--- config.mk ---
export PLATFORM = sky130hd
export DESIGN_NAME = rdesc_parser
export DESIGN_NICKNAME = d
export VERILOG_FILES = /design/src/rtl/rdesc_pkg.sv /design/src/rtl/rdesc_tag_decode.sv /design/src/rtl/rdesc_len_ctr.sv /design/src/rtl/rdesc_dep_track.sv /design/src/rtl/rdesc_parser.sv
export SDC_FILE = /design/constraint.sdc
export NUM_CORES = 1
export LEC_CHECK = 0
export BUFFER_PORTS_ARGS = -buffer_cell sky130_fd_sc_hd__buf_2
export CORE_ASPECT_RATIO = 0.5
export CORE_MARGIN = 4
export CORE_UTILIZATION = 40
export DETAILED_ROUTE_END_ITERATION = 8
export PLACE_DENSITY_LB_ADDON = 0.08
export SLEW_MARGIN = 40
export SYNTH_ARGS = -nofsm -noshare
export SYNTH_HDL_FRONTEND = slang
export SYNTH_SLANG_ARGS = --single-unit
--- constraint.sdc ---
create_clock -name clk -period 1.7 [get_ports clk]
set_input_delay 0.085 -clock clk [delete_from_list [all_inputs] [get_ports clk]]
set_output_delay 0.085 -clock clk [all_outputs]
set_load 0.05 [all_outputs]
--- src/rtl/rdesc_pkg.sv ---
package rdesc_pkg;

  localparam int BYTE_W = 8;
  localparam int ITEM_W = 7;
  localparam int LEN_W  = 2 * BYTE_W;

  typedef enum logic [2:0] {
    PS_TAG    = 3'd0,
    PS_LEN_LO = 3'd1,
    PS_LEN_HI = 3'd2,
    PS_PAY    = 3'd3,
    PS_DONE   = 3'd4
  } pstate_e;

  typedef enum logic [1:0] {
    ERR_NONE      = 2'd0,
    ERR_RSVD      = 2'd1,
    ERR_UNMATCHED = 2'd2,
    ERR_TRUNC     = 2'd3
  } err_e;

  localparam logic [3:0] SM_GRP_OPEN  = 4'h6;
  localparam logic [3:0] SM_GRP_CLOSE = 4'h7;
  localparam logic [3:0] SM_TERM      = 4'hF;
  localparam logic [6:0] LG_LAST_DEF  = 7'h06;

  function automatic logic tag_is_ext(input logic [BYTE_W-1:0] t);
    return t[BYTE_W-1];
  endfunction

  function automatic logic [ITEM_W-1:0] tag_item(input logic [BYTE_W-1:0] t);
    if (t[BYTE_W-1]) return t[ITEM_W-1:0];
    return {3'b000, t[6:3]};
  endfunction

  function automatic logic [2:0] tag_short_len(input logic [BYTE_W-1:0] t);
    return t[2:0];
  endfunction

  function automatic logic item_undefined(input logic ext, input logic [ITEM_W-1:0] item);
    if (ext) return (item == '0) || (item > LG_LAST_DEF);
    return (item[3:0] >= 4'hA) && (item[3:0] <= 4'hD);
  endfunction

  function automatic logic [LEN_W-1:0] join_len(input logic [BYTE_W-1:0] lo,
                                                input logic [BYTE_W-1:0] hi);
    return {hi, lo};
  endfunction

endpackage

--- src/rtl/rdesc_tag_decode.sv ---
module rdesc_tag_decode
  import rdesc_pkg::*;
(
  input  logic [BYTE_W-1:0] tag,
  output logic              is_ext,
  output logic [ITEM_W-1:0] item,
  output logic [2:0]        short_len,
  output logic              undefined,
  output logic              is_term,
  output logic              is_open,
  output logic              is_close
);
  always_comb begin
    is_ext    = tag_is_ext(tag);
    item      = tag_item(tag);
    short_len = tag_short_len(tag);
    undefined = item_undefined(is_ext, item);
    is_term   = !is_ext && (item[3:0] == SM_TERM);
    is_open   = !is_ext && (item[3:0] == SM_GRP_OPEN);
    is_close  = !is_ext && (item[3:0] == SM_GRP_CLOSE);
  end
endmodule

--- src/rtl/rdesc_len_ctr.sv ---
module rdesc_len_ctr #(
  parameter int CW = 16
) (
  input  logic          clk,
  input  logic          rst_n,
  input  logic          clr,
  input  logic          load,
  input  logic [CW-1:0] load_val,
  input  logic          step,
  output logic [CW-1:0] index,
  output logic          last
);
  logic [CW-1:0] rem_q;
  logic [CW-1:0] idx_q;

  always_ff @(posedge clk or negedge rst_n) begin
    if (!rst_n) begin
      rem_q <= '0;
      idx_q <= '0;
    end else if (clr) begin
      rem_q <= '0;
      idx_q <= '0;
    end else if (load) begin
      rem_q <= load_val;
      idx_q <= '0;
    end else if (step) begin
      rem_q <= rem_q - 1'b1;
      idx_q <= idx_q + 1'b1;
    end
  end

  assign index = idx_q;
  assign last  = (rem_q == CW'(1));

  AST_NO_UNDERFLOW: assert property (@(posedge clk) disable iff (!rst_n)
    step |-> rem_q != '0);
endmodule

--- src/rtl/rdesc_dep_track.sv ---
module rdesc_dep_track (
  input  logic clk,
  input  logic rst_n,
  input  logic clr,
  input  logic open_evt,
  input  logic close_evt,
  output logic unmatched
);
  logic open_q;

  always_ff @(posedge clk or negedge rst_n) begin
    if (!rst_n)         open_q <= 1'b0;
    else if (clr)       open_q <= 1'b0;
    else if (open_evt)  open_q <= 1'b1;
    else if (close_evt) open_q <= 1'b0;
  end

  assign unmatched = close_evt && !open_q;

  AST_CLOSE_SHUTS: assert property (@(posedge clk) disable iff (!rst_n)
    (close_evt && !clr) |=> !open_q);
  AST_OPEN_HOLDS: assert property (@(posedge clk) disable iff (!rst_n)
    (open_evt && !clr) |=> open_q);
endmodule

--- src/rtl/rdesc_parser.sv ---
module rdesc_parser
  import rdesc_pkg::*;
#(
  parameter int TRAIL_BYTES = 1
) (
  input  logic              clk,
  input  logic              rst_n,
  input  logic              start,
  input  logic              in_valid,
  input  logic [7:0]        in_byte,
  output logic              desc_valid,
  output logic              desc_large,
  output logic [6:0]        desc_item,
  output logic [15:0]       desc_len,
  output logic              pay_valid,
  output logic [7:0]        pay_byte,
  output logic [15:0]       pay_index,
  output logic              err_valid,
  output logic [1:0]        err_kind,
  output logic              done
);
  localparam logic [LEN_W-1:0] TRAIL_LEN = LEN_W'(TRAIL_BYTES);

  pstate_e st_q, st_n;

  logic              dec_ext, dec_undef, dec_term, dec_open, dec_close;
  logic [ITEM_W-1:0] dec_item;
  logic [2:0]        dec_slen;

  logic              accept, tag_evt, lenlo_evt, lenhi_evt, pay_evt;
  logic              owed, trunc_evt, short_hdr;
  logic              ctr_load, ctr_last, grp_unmatched;
  logic [LEN_W-1:0]  ctr_val, ctr_idx, ext_len;

  logic              term_q, ext_undef_q;
  logic [ITEM_W-1:0] ext_item_q;
  logic [BYTE_W-1:0] len_lo_q;

  rdesc_tag_decode u_dec (
    .tag(in_byte), .is_ext(dec_ext), .item(dec_item), .short_len(dec_slen),
    .undefined(dec_undef), .is_term(dec_term), .is_open(dec_open), .is_close(dec_close)
  );

  assign accept    = in_valid && !start && (st_q != PS_DONE);
  assign tag_evt   = accept && (st_q == PS_TAG);
  assign lenlo_evt = accept && (st_q == PS_LEN_LO);
  assign lenhi_evt = accept && (st_q == PS_LEN_HI);
  assign pay_evt   = accept && (st_q == PS_PAY);
  assign short_hdr = tag_evt && !dec_ext;
  assign owed      = (st_q == PS_LEN_LO) || (st_q == PS_LEN_HI) || (st_q == PS_PAY);
  assign trunc_evt = start && owed;
  assign ext_len   = join_len(len_lo_q, in_byte);

  always_comb begin
    ctr_load = 1'b0;
    ctr_val  = '0;
    if (short_hdr) begin
      ctr_load = 1'b1;
      ctr_val  = dec_term ? TRAIL_LEN : LEN_W'(dec_slen);
    end else if (lenhi_evt) begin
      ctr_load = 1'b1;
      ctr_val  = ext_len;
    end
  end

  rdesc_len_ctr #(.CW(LEN_W)) u_ctr (
    .clk(clk), .rst_n(rst_n), .clr(start), .load(ctr_load), .load_val(ctr_val),
    .step(pay_evt), .index(ctr_idx), .last(ctr_last)
  );

  rdesc_dep_track u_grp (
    .clk(clk), .rst_n(rst_n), .clr(start),
    .open_evt(short_hdr && dec_open), .close_evt(short_hdr && dec_close),
    .unmatched(grp_unmatched)
  );

  always_comb begin
    st_n = st_q;
    if (start) st_n = PS_TAG;
    else if (accept) begin
      case (st_q)
        PS_TAG: begin
          if (dec_ext)                    st_n = PS_LEN_LO;
          else if (dec_term)              st_n = PS_PAY;
          else if (dec_slen != 3'd0)      st_n = PS_PAY;
          else                            st_n = PS_TAG;
        end
        PS_LEN_LO: st_n = PS_LEN_HI;
        PS_LEN_HI: st_n = (ext_len != '0) ? PS_PAY : PS_TAG;
        PS_PAY:    if (ctr_last) st_n = term_q ? PS_DONE : PS_TAG;
        default:   st_n = PS_TAG;
      endcase
    end
  end

  always_ff @(posedge clk or negedge rst_n) begin
    if (!rst_n) begin
      st_q        <= PS_TAG;
      term_q      <= 1'b0;
      ext_undef_q <= 1'b0;
      ext_item_q  <= '0;
      len_lo_q    <= '0;
    end else begin
      st_q <= st_n;
      if (start) term_q <= 1'b0;
      else if (short_hdr) term_q <= dec_term;
      if (tag_evt && dec_ext) begin
        ext_item_q  <= dec_item;
        ext_undef_q <= dec_undef;
      end
      if (lenlo_evt) len_lo_q <= in_byte;
    end
  end

  always_ff @(posedge clk or negedge rst_n) begin
    if (!rst_n) begin
      desc_valid <= 1'b0;
      desc_large <= 1'b0;
      desc_item  <= '0;
      desc_len   <= '0;
      pay_valid  <= 1'b0;
      pay_byte   <= '0;
      pay_index  <= '0;
      err_valid  <= 1'b0;
      err_kind   <= ERR_NONE;
      done       <= 1'b0;
    end else begin
      desc_valid <= short_hdr || lenhi_evt;
      pay_valid  <= pay_evt;
      done       <= pay_evt && ctr_last && term_q;
      err_valid  <= 1'b0;
      err_kind   <= ERR_NONE;
      if (short_hdr) begin
        desc_large <= 1'b0;
        desc_item  <= dec_item;
        desc_len   <= ctr_val;
        if (dec_undef) begin
          err_valid <= 1'b1;
          err_kind  <= ERR_RSVD;
        end else if (grp_unmatched) begin
          err_valid <= 1'b1;
          err_kind  <= ERR_UNMATCHED;
        end
      end
      if (lenhi_evt) begin
        desc_large <= 1'b1;
        desc_item  <= ext_item_q;
        desc_len   <= ext_len;
        if (ext_undef_q) begin
          err_valid <= 1'b1;
          err_kind  <= ERR_RSVD;
        end
      end
      if (pay_evt) begin
        pay_byte  <= in_byte;
        pay_index <= ctr_idx;
      end
      if (trunc_evt) begin
        err_valid <= 1'b1;
        err_kind  <= ERR_TRUNC;
      end
    end
  end

  AST_IDX_IN_RANGE: assert property (@(posedge clk) disable iff (!rst_n)
    pay_valid |-> pay_index < desc_len);
  AST_HDR_NOT_PAY: assert property (@(posedge clk) disable iff (!rst_n)
    desc_valid |-> !pay_valid);
  AST_DONE_SINGLE: assert property (@(posedge clk) disable iff (!rst_n)
    done |=> !done);
  AST_QUIET_AFTER_DONE: assert property (@(posedge clk) disable iff (!rst_n)
    (st_q == PS_DONE && !start) |=> !(desc_valid || pay_valid || err_valid));
  AST_TRUNC_FLAGGED: assert property (@(posedge clk) disable iff (!rst_n)
    trunc_evt |=> (err_valid && err_kind == ERR_TRUNC));
  AST_STALL_SILENT: assert property (@(posedge clk) disable iff (!rst_n)
    (!in_valid && !start) |=> !(desc_valid || pay_valid || err_valid || done));
endmodule

## Word level (Yosys, flattened, before mapping)

Cells that the tools add are included.

- Add/sub/neg operators: 2
- Magnitude comparators: 3
- Equality and inequality tests: 9
- Multiplexer cells: 48
- Reductions and logical operators: 35

Operators by type and width:

| kind | count |
|---|---|
| $mux 16 | 10 |
| $mux 7 | 4 |
| $mux 2 | 10 |
| $logic_and 1x1->1 | 18 |
| $mux 1 | 18 |
| $add 16x1->16 const B | 1 |
| $eq 16x1->1 const B | 1 |
| $reduce_bool 16->1 | 1 |
| $sub 16x1->16 const B | 1 |
| $mux 3 | 5 |
| $pmux 3 s4 | 1 |
| $reduce_bool 3->1 | 3 |
| $eq 4x3->1 const B | 2 |
| $gt 7x3->1 const B | 1 |
| $logic_not 7->1 | 1 |
| $eq 3x2->1 const B | 2 |
| $ne 3x3->1 const B | 2 |
| $reduce_bool 2->1 | 3 |
| $eq 4x4->1 const B | 1 |
| $ge 4x4->1 const B | 1 |
| $le 4x4->1 const B | 1 |
| $logic_or 1x1->1 | 4 |
| $eq 3x1->1 const B | 1 |
| $logic_not 1->1 | 3 |
| 2 further kinds | 2 |

- Bits in registers: 107
- Input bits: 12
- Output and inout bits: 54

## Depth between registers and ports, before layout

Gate-level depths: netlist of run 1.

- Word-level depth: 13
- Gate-level depth with buffers: 8
- Gate-level depth less buffers: 6

## By module

Synthesis of run 1 repeated with hierarchy kept, for this count alone.

- Cell total of the unflattened synthesis: 464
- Area, all modules: 5247.5 µm²

By module, submodules not included:

| module | times used | cells each | area each (µm²) |
|---|---|---|---|
| rdesc_parser | 1 | 231 | 3143.0 |
| rdesc_len_ctr | 1 | 203 | 1889.3 |
| rdesc_tag_decode | 1 | 25 | 165.2 |
| rdesc_dep_track | 1 | 5 | 50.0 |

## Worst setup path after synthesis of run 1

OpenSTA, ideal clock, no wires.

- Path type: register -> register
- Start point: register u_ctr.rem_q[2]
- End point: register st_q[0]
- Setup time: 0.079 ns
- Arrival: 1.655 ns
- Required time: 1.621 ns
- Slack: -0.034 ns
- Stages on the path, launching flop included: 6
- Path buffers: 0
- Period minus slack after synthesis: 1.734 ns
- Path through: dfrtp_1 -> or4_4 -> nor4_4 -> a31oi_1 -> nor2_2 -> mux2i_1

- Longest elaborated chain between the ends: 3

Ends and longest elaborated chain:

| what | RTL line | source |
|---|---|---|
| start: declaration | rdesc_len_ctr.sv:13 | `logic [CW-1:0] rem_q;` |
| start signal: assignment | rdesc_len_ctr.sv:24 | `rem_q <= load_val;` |
| start signal: assignment | rdesc_len_ctr.sv:27 | `rem_q <= rem_q - 1'b1;` |
| $eq 16x1->1 | rdesc_len_ctr.sv:33 | `assign last = (rem_q == CW'(1));` |
| $ne 3x3->1 (no line) | -- |  |
| $reduce_and 2->1 (no line) | -- |  |
| end signal: assignment | rdesc_parser.sv:104 | `st_q <= st_n;` |
| end: declaration | rdesc_parser.sv:24 | `pstate_e st_q, st_n;` |

No other way between the ends.
A chain may end at the register's enable or synchronous reset.

## Worst setup path in the final report of run 1

- Start point: register u_ctr.rem_q[4]
- End point: register st_q[2]

Same word-level chain as after synthesis.

==> summary.txt, run 1 <==
1st-pass router iterations -> 5
CP Cell Sequence -> or4_4 -> nor4_4 -> buf_4 -> and3_4 -> nand3_4 -> a21oi_2
Die W -> 165.8 um
Num Clock Sinks -> 107
Final Cycle Share -> 1.104
# setup viols final -> 22
delay-heaviest family, CP -> simple AND/OR/NAND/NOR gates
Crit Path Class -> flip-flop to flip-flop
clk slew on worst S/H paths -> 80 ps
Setup WS post-layout -> -176.0 ps
peak fanout along the critical path -> 3
synth-to-layout area growth -> 28.01%
Max stage delay on crit path -> 550 ps
fin cells -> 799
synth unique cells -> 67
failing checks -> negative setup slack
outcome -> finished, violations left
initial antenna violation count -> 0
Mapped Cells -> 501
Inserted Diodes -> 0
Placed Instance Area -> 0.005986 mm^2
crit path launch -> u_ctr.rem_q[4]
Clock Latency Late Sink -> 350 ps
post-DR vias/cell -> 5.189
H-tree levels -> 3
fmax -> 533.0 MHz
GRT Residual Overflow -> 0
I/O pin count -> 66
maximum clock insertion buffer count -> 2
Max rail drop VDD -> 0.8875 mV
Detailed Place HPWL -> 9.823 mm
share of layout cells above drive strength 1 -> 0.3202
Design Area, Final -> 0.006376 mm^2
CP arrival -> 2160 ps
RSZ-0062 raised after global routing -> true
Async SR Flop Fraction -> 1.000
pre-CTS WS -> -227.0 ps
Mean Syn Cell Area -> 9.942 um^2
post-route ant nets -> 0
Die ar. -> 0.01441 mm^2
Final Wtd Congestion -> 0.8560
worst min path class -> input port to flip-flop
Pins Over Slew Limit -> 0
Synthesized Nets -> 516
Vias -> 4146
required time worst endpoint -> 1990 ps
#FFs+latches synth -> 107
reg2reg start -> u_ctr.rem_q[4]
Final Hold Viols -> 0
pin count of the biggest net entering global routing -> 60
clock root buffer -> clkbuf_16
post-synth design cell area -> 0.004981 mm^2
hold path start -> in_byte[5]
Initial Utilization -> 0.4157
Routed WL per cell -> 16.85 um
crit start category -> flip-flop
placed insts -> 779
worst rel slew slack -> 0.6722
total global-route track usage -> 0.1977
core area -> 0.01198 mm^2
overall power -> 0.008868 W
first-pass GRT wire length -> 22.71 mm
Slew @ Worst Pin -> 478.0 ps
Crit. End Element -> flip-flop
Ys Warns -> 0
WP buf/inv -> 1
prevailing post-synth register cell -> dfrtp_1
static leakage -> 3.212 nW
CTS tree -> done
row count -> 28
Routed WL -> 13.47 mm
post-layout min period -> 1876 ps
skew final -> 9.199 ps
Die Span Y -> 86.91 um
port buffer count -> 65
vias in the first global route -> 4118
Crit-path slowest cell -> or4_4
# DRC -> 0
Max Cap Viol -> 0
Net count, final -> 644
sequential-to-total area share from yosys stat -> 0.5376
Pwr per Cell Area -> 1391 mW/mm^2
1st-iter DRT viols -> 360
Post-synth EDFFs -> 0
cts bufs inserted -> 9
cell usage after synthesis, types with 2 or more instances:
cell,instances,area [um^2]
ha_1,3,37.54
mux2_2,3,33.78
mux2_4,8,120.1
nand4_1,8,50.05
buf_2,16,80.08
o211ai_1,7,52.55
o21ba_2,2,20.02
nor4_1,5,31.28
dfrtp_1,107,2678
mux2i_1,6,60.06
and4_1,2,17.52
xor2_1,6,52.55
a21oi_1,17,85.08
nand2_1,107,401.6
nand2b_1,6,37.54
a21o_1,2,15.01
inv_1,9,33.78
a31oi_1,6,37.54
nor3_1,8,40.04
a22oi_1,5,37.54
nor2_2,2,12.51
o21ai_0,32,160.2
o21ai_1,2,10.01
or3_1,4,25.02
nor2b_1,2,12.51
nor2_1,32,120.1
a22o_1,14,122.6
clkbuf_1,11,41.29
inv_2,2,7.510
and4bb_2,2,25.02
xnor2_1,7,61.31
nand3_1,14,70.07
o32ai_1,2,17.52
and3_1,7,43.79
a221o_1,3,30.03
worst paths after layout:
check                           slack [ps]             end  depth (start not counted)
min in group asynchronous              180  u_ctr.index[7]                          2
worst max-delay path                  -180         st_q[2]                          6
worst min-delay path                    30   ext_item_q[5]                          2
worst max register to register        -180         st_q[2]                          6
worst min register to register         470     pay_byte[3]                          2
max in group asynchronous              870     pay_byte[6]                          3
worst reg2reg max path, stage by stage, from the launching register on:
cell     delay (ps)
dfrtp_1         370
or4_4           550
nor4_4          320
buf_4           190
and3_4          190
nand3_4          80
a21oi_2         120
per-stage QoR:
stage               hold WS (ps)  TNS [ps]  utilization
floorplan                 -210.6    -66.54            -
global placement           27.74     -1606       0.4996
detailed placement         21.48     -2248       0.4996
CTS                        30.24     -2106       0.5303
global route               37.14     -6565       0.5322
finish                     34.69     -1929       0.5322
layout by cell type (no fill, tap or decap), types with 4 or more instances in the layout:
cell / instances
nand2_1: 107
dfrtp_1: 106
buf_4: 78
buf_2: 64
nor2_1: 32
o21ai_0: 32
a21oi_1: 16
a22o_1: 14
nand3_1: 13
clkbuf_16: 9
inv_1: 8
nand4_1: 8
nor3_1: 8
mux2_4: 8
xnor2_1: 7
o211ai_1: 7
a31oi_1: 6
mux2i_1: 6
xor2_1: 6
nand2b_1: 6
and3_1: 6
a22oi_1: 5
or3_1: 4
nor4_1: 4
per-layer routing:
| layer | global-route usage | vias up | part of all wire |
|---|---|---|---|
| met3 | 0.04669 | 16 | 0.050 |
| met4 | 0.05015 | 0 | 0.015 |
| met2 | 0.2914 | 97 | 0.43 |
| met5 | 0 | - | 0 |
| li1 | - | 2028 | - |
| met1 | 0.2948 | 2005 | 0.51 |
report_power, final:
group	total [W]	internal [W]	switching (W)
logic	0.00332	0.00116	0.00216
clock network	0.00209	0.00103	0.00106
registers	0.00345	0.00309	0.000367
total	0.00887	0.00528	0.00358
state kept, by name, indices dropped and copies added (netlist names), 3 cells and up:
name         count
pay_byte         8
pay_index       16
desc_item        7
u_ctr.rem_q     16
ext_item_q       7
u_ctr.index     16
st_q             3
desc_len        16
len_lo_q         8
repair_timing:
item / 4_1_cts / 5_1_grt
endpoints found under the setup margin: 22 / 61
resized for setup: 11 / 4
setup buffers: 2 / 1
hold buffers: 1 / 0
hold endpoints to repair: 24 / 0
pin swaps: 1 / 2
logic make-up (layout without fill, tap and decap cells):
family                     after synthesis  in the layout  synth area share
buffers and inverters                   40            173           0.03567
DFF                                    107            107            0.5376
and+or+nand+nor                        213            213            0.2052
muxes                                   17             17           0.04295
AOI/OAI and AO/OA                      108            108            0.1482
xor gates and xnor gates                13             13           0.02286
adders and majority gates                3              3          0.007537
final cells by class:
type	instances	area [um^2]
fill	1160	5605
sequential	107	2679
multi-input combinational	354	2185
timing repair buffer	146	967.2
clock buffer	9	225.2
tap	165	206.4
clock inverter	7	72.57
inverter	11	41.29
Power figures use the tool's default switching activity.
==> run 2, diff against run 1 <==
- REMOVE_ABC_BUFFERS: not set -> 1
- TNS_END_PERCENT: not set -> 1
==> summary.txt, run 2 (synthesized netlist as in run 1, its figures left out) <==
CTS tree -> done (unchanged)
Pint -> 0.005439 W (was 0.005283 W)
combinational power share -> 0.373 (was 0.375)
static leakage -> 3.298 nW (was 3.212 nW)
port buffer count -> 65 (unchanged)
required time worst endpoint -> 1960 ps (was 1990 ps)
row count -> 28 (unchanged)
clock root buffer -> clkbuf_16 (unchanged)
Max Cap Viol -> 0 (unchanged)
post-layout min period -> 1865 ps (was 1876 ps)
cts bufs inserted -> 9 (unchanged)
post-DR vias/cell -> 5.202 (was 5.189)
CP arrival -> 2130 ps (was 2160 ps)
Sw Share -> 0.3941 (was 0.4042)
skew final -> 11.14 ps (was 9.199 ps)
Final Cycle Share -> 1.097 (was 1.104)
Die W -> 165.8 um (unchanged)
sequential share of power -> 0.385 (was 0.390)
overall power -> 0.008976 W (was 0.008868 W)
peak fanout along the critical path -> 2 (was 3)
Pwr per Cell Area -> 1378 mW/mm^2 (was 1391 mW/mm^2)
fmax -> 536.2 MHz (was 533.0 MHz)
post-route ant nets -> 0 (unchanged)
Vias -> 4219 (was 4146)
Max rail drop VDD -> 0.6613 mV (was 0.8875 mV)
failing checks -> negative setup slack (unchanged)
final setup TNS -> -850.2 ps (was -1929 ps)
Initial Utilization -> 0.4157 (unchanged)
Detailed Place HPWL -> 10.06 mm (was 9.823 mm)
most frequent cells in the layout -> nand2_1 (107), dfrtp_1 (105), buf_4 (87) (was nand2_1 (107), dfrtp_1 (106), buf_4 (78))
Clock Power Share -> 0.242 (was 0.236)
clk slew on worst S/H paths -> 70 ps (was 80 ps)
final hold slack -> 17.50 ps (was 34.69 ps)
fin cells -> 811 (was 799)
Final Wtd Congestion -> 0.8874 (was 0.8560)
synth-to-layout area growth -> 30.80% (was 28.01%)
share of layout cells above drive strength 1 -> 0.3328 (was 0.3202)
Routed WL -> 13.60 mm (was 13.47 mm)
# setup viols final -> 18 (was 22)
RSZ-0062 raised after global routing -> true (unchanged)
1st-iter DRT viols -> 335 (was 360)
pin count of the biggest net entering global routing -> 36 (was 60)
1st-pass router iterations -> 5 (unchanged)
Clock Latency Late Sink -> 360 ps (was 350 ps)
Crit. End Element -> flip-flop (unchanged)
Routed WL per cell -> 16.76 um (was 16.85 um)
Crit Path Class -> flip-flop to flip-flop (unchanged)
outcome -> finished, violations left (unchanged)
GRT Residual Overflow -> 0 (unchanged)
vias in the first global route -> 4365 (was 4118)
Final Hold Viols -> 0 (unchanged)
Setup WS post-layout -> -165.1 ps (was -176.0 ps)
H-tree levels -> 3 (unchanged)
Net count, final -> 656 (was 644)
placed insts -> 788 (was 779)
Inserted Diodes -> 0 (unchanged)
worst rel slew slack -> 0.6304 (was 0.6722)
first-pass GRT wire length -> 22.92 mm (was 22.71 mm)
core area -> 0.01198 mm^2 (unchanged)
sw power -> 0.003537 W (was 0.003584 W)
worst min path class -> input port to flip-flop (unchanged)
crit start category -> flip-flop (unchanged)
Slew @ Worst Pin -> 539.0 ps (was 478.0 ps)
Die ar. -> 0.01441 mm^2 (unchanged)
Die Span Y -> 86.91 um (unchanged)
# DRC -> 0 (unchanged)
Pins Over Slew Limit -> 0 (unchanged)
total global-route track usage -> 0.1998 (was 0.1977)
commonest non-fill, non-tap cell in the layout -> nand2_1 (unchanged)
Num Clock Sinks -> 107 (unchanged)
maximum clock insertion buffer count -> 2 (unchanged)
I/O pin count -> 66 (unchanged)
initial antenna violation count -> 0 (unchanged)
fin util -> 0.5438 (was 0.5322)
-- run 2: critical path, cell delays in order (launching register included) --
cell and delay, ps:
dfrtp_1 380, or4_4 550, nor4_4 250, buf_4 180
a31oi_4 90, nor2_4 130, mux2i_1 210
-- run 2: path summary, 6_finish.rpt --
| check | startpoint | endpoint | slack (ps) | depth (start not counted) |
|---|---|---|---|---|
| worst max-delay path | u_ctr.rem_q[2] | st_q[0] | -170 | 6 |
| worst min-delay path | in_byte[6] | pay_byte[6] | 20 | 3 |
| worst max register to register | u_ctr.rem_q[2] | st_q[0] | -170 | 6 |
| worst min register to register | pay_index[3] | pay_index[3] | 470 | 2 |
| max in group asynchronous | rst_n | u_ctr.index[13] | 850 | 3 |
| min in group asynchronous | rst_n | pay_index[2] | 230 | 2 |
-- run 2: final cells by class --
| cell class | instances | area [um^2] |
|---|---|---|
| tap | 165 | 206.4 |
| multi-input combinational | 354 | 2206 |
| sequential | 107 | 2680 |
| fill | 1121 | 5466 |
| inverter | 11 | 41.29 |
| clock inverter | 7 | 80.08 |
| timing repair buffer | 158 | 1076 |
| clock buffer | 9 | 225.2 |
-- run 2: metal layers --
layer,track usage,share of wire
met5,0,0
met4,0.05389,0.013
met3,0.04306,0.042
met2,0.3232,0.45
met1,0.2772,0.49
-- run 2: power by group through the flow --
stage	Clock [W]	Combinational [W]	Sequential (W)
floorplan	0	0.00103	0.00454
global placement	0	0.00318	0.00348
detailed placement	0	0.00321	0.00348
CTS	0.00223	0.00335	0.00345
global route	0.00235	0.00358	0.00353
finish	0.00217	0.00335	0.00345
-- run 2: stage by stage --
stage,instance area (um^2),setup slack (ps)
5_1_grt,6515,-238.3
3_5_place_dp,6066,-243.6
2_1_floorplan,4845,-780.1
4_1_cts,6495,-185.8
3_3_place_gp,6066,-137.7
6_report,6515,-165.1
-- run 2: timing repair --
action                                  in CTS  in global routing
pin swaps                                    8                  6
endpoints found under the hold margin       30                  1
buffers inserted                             4                  1
endpoints found under the setup margin      35                 45
hold buffers                                 1                  1
gates resized for setup                     19                  2
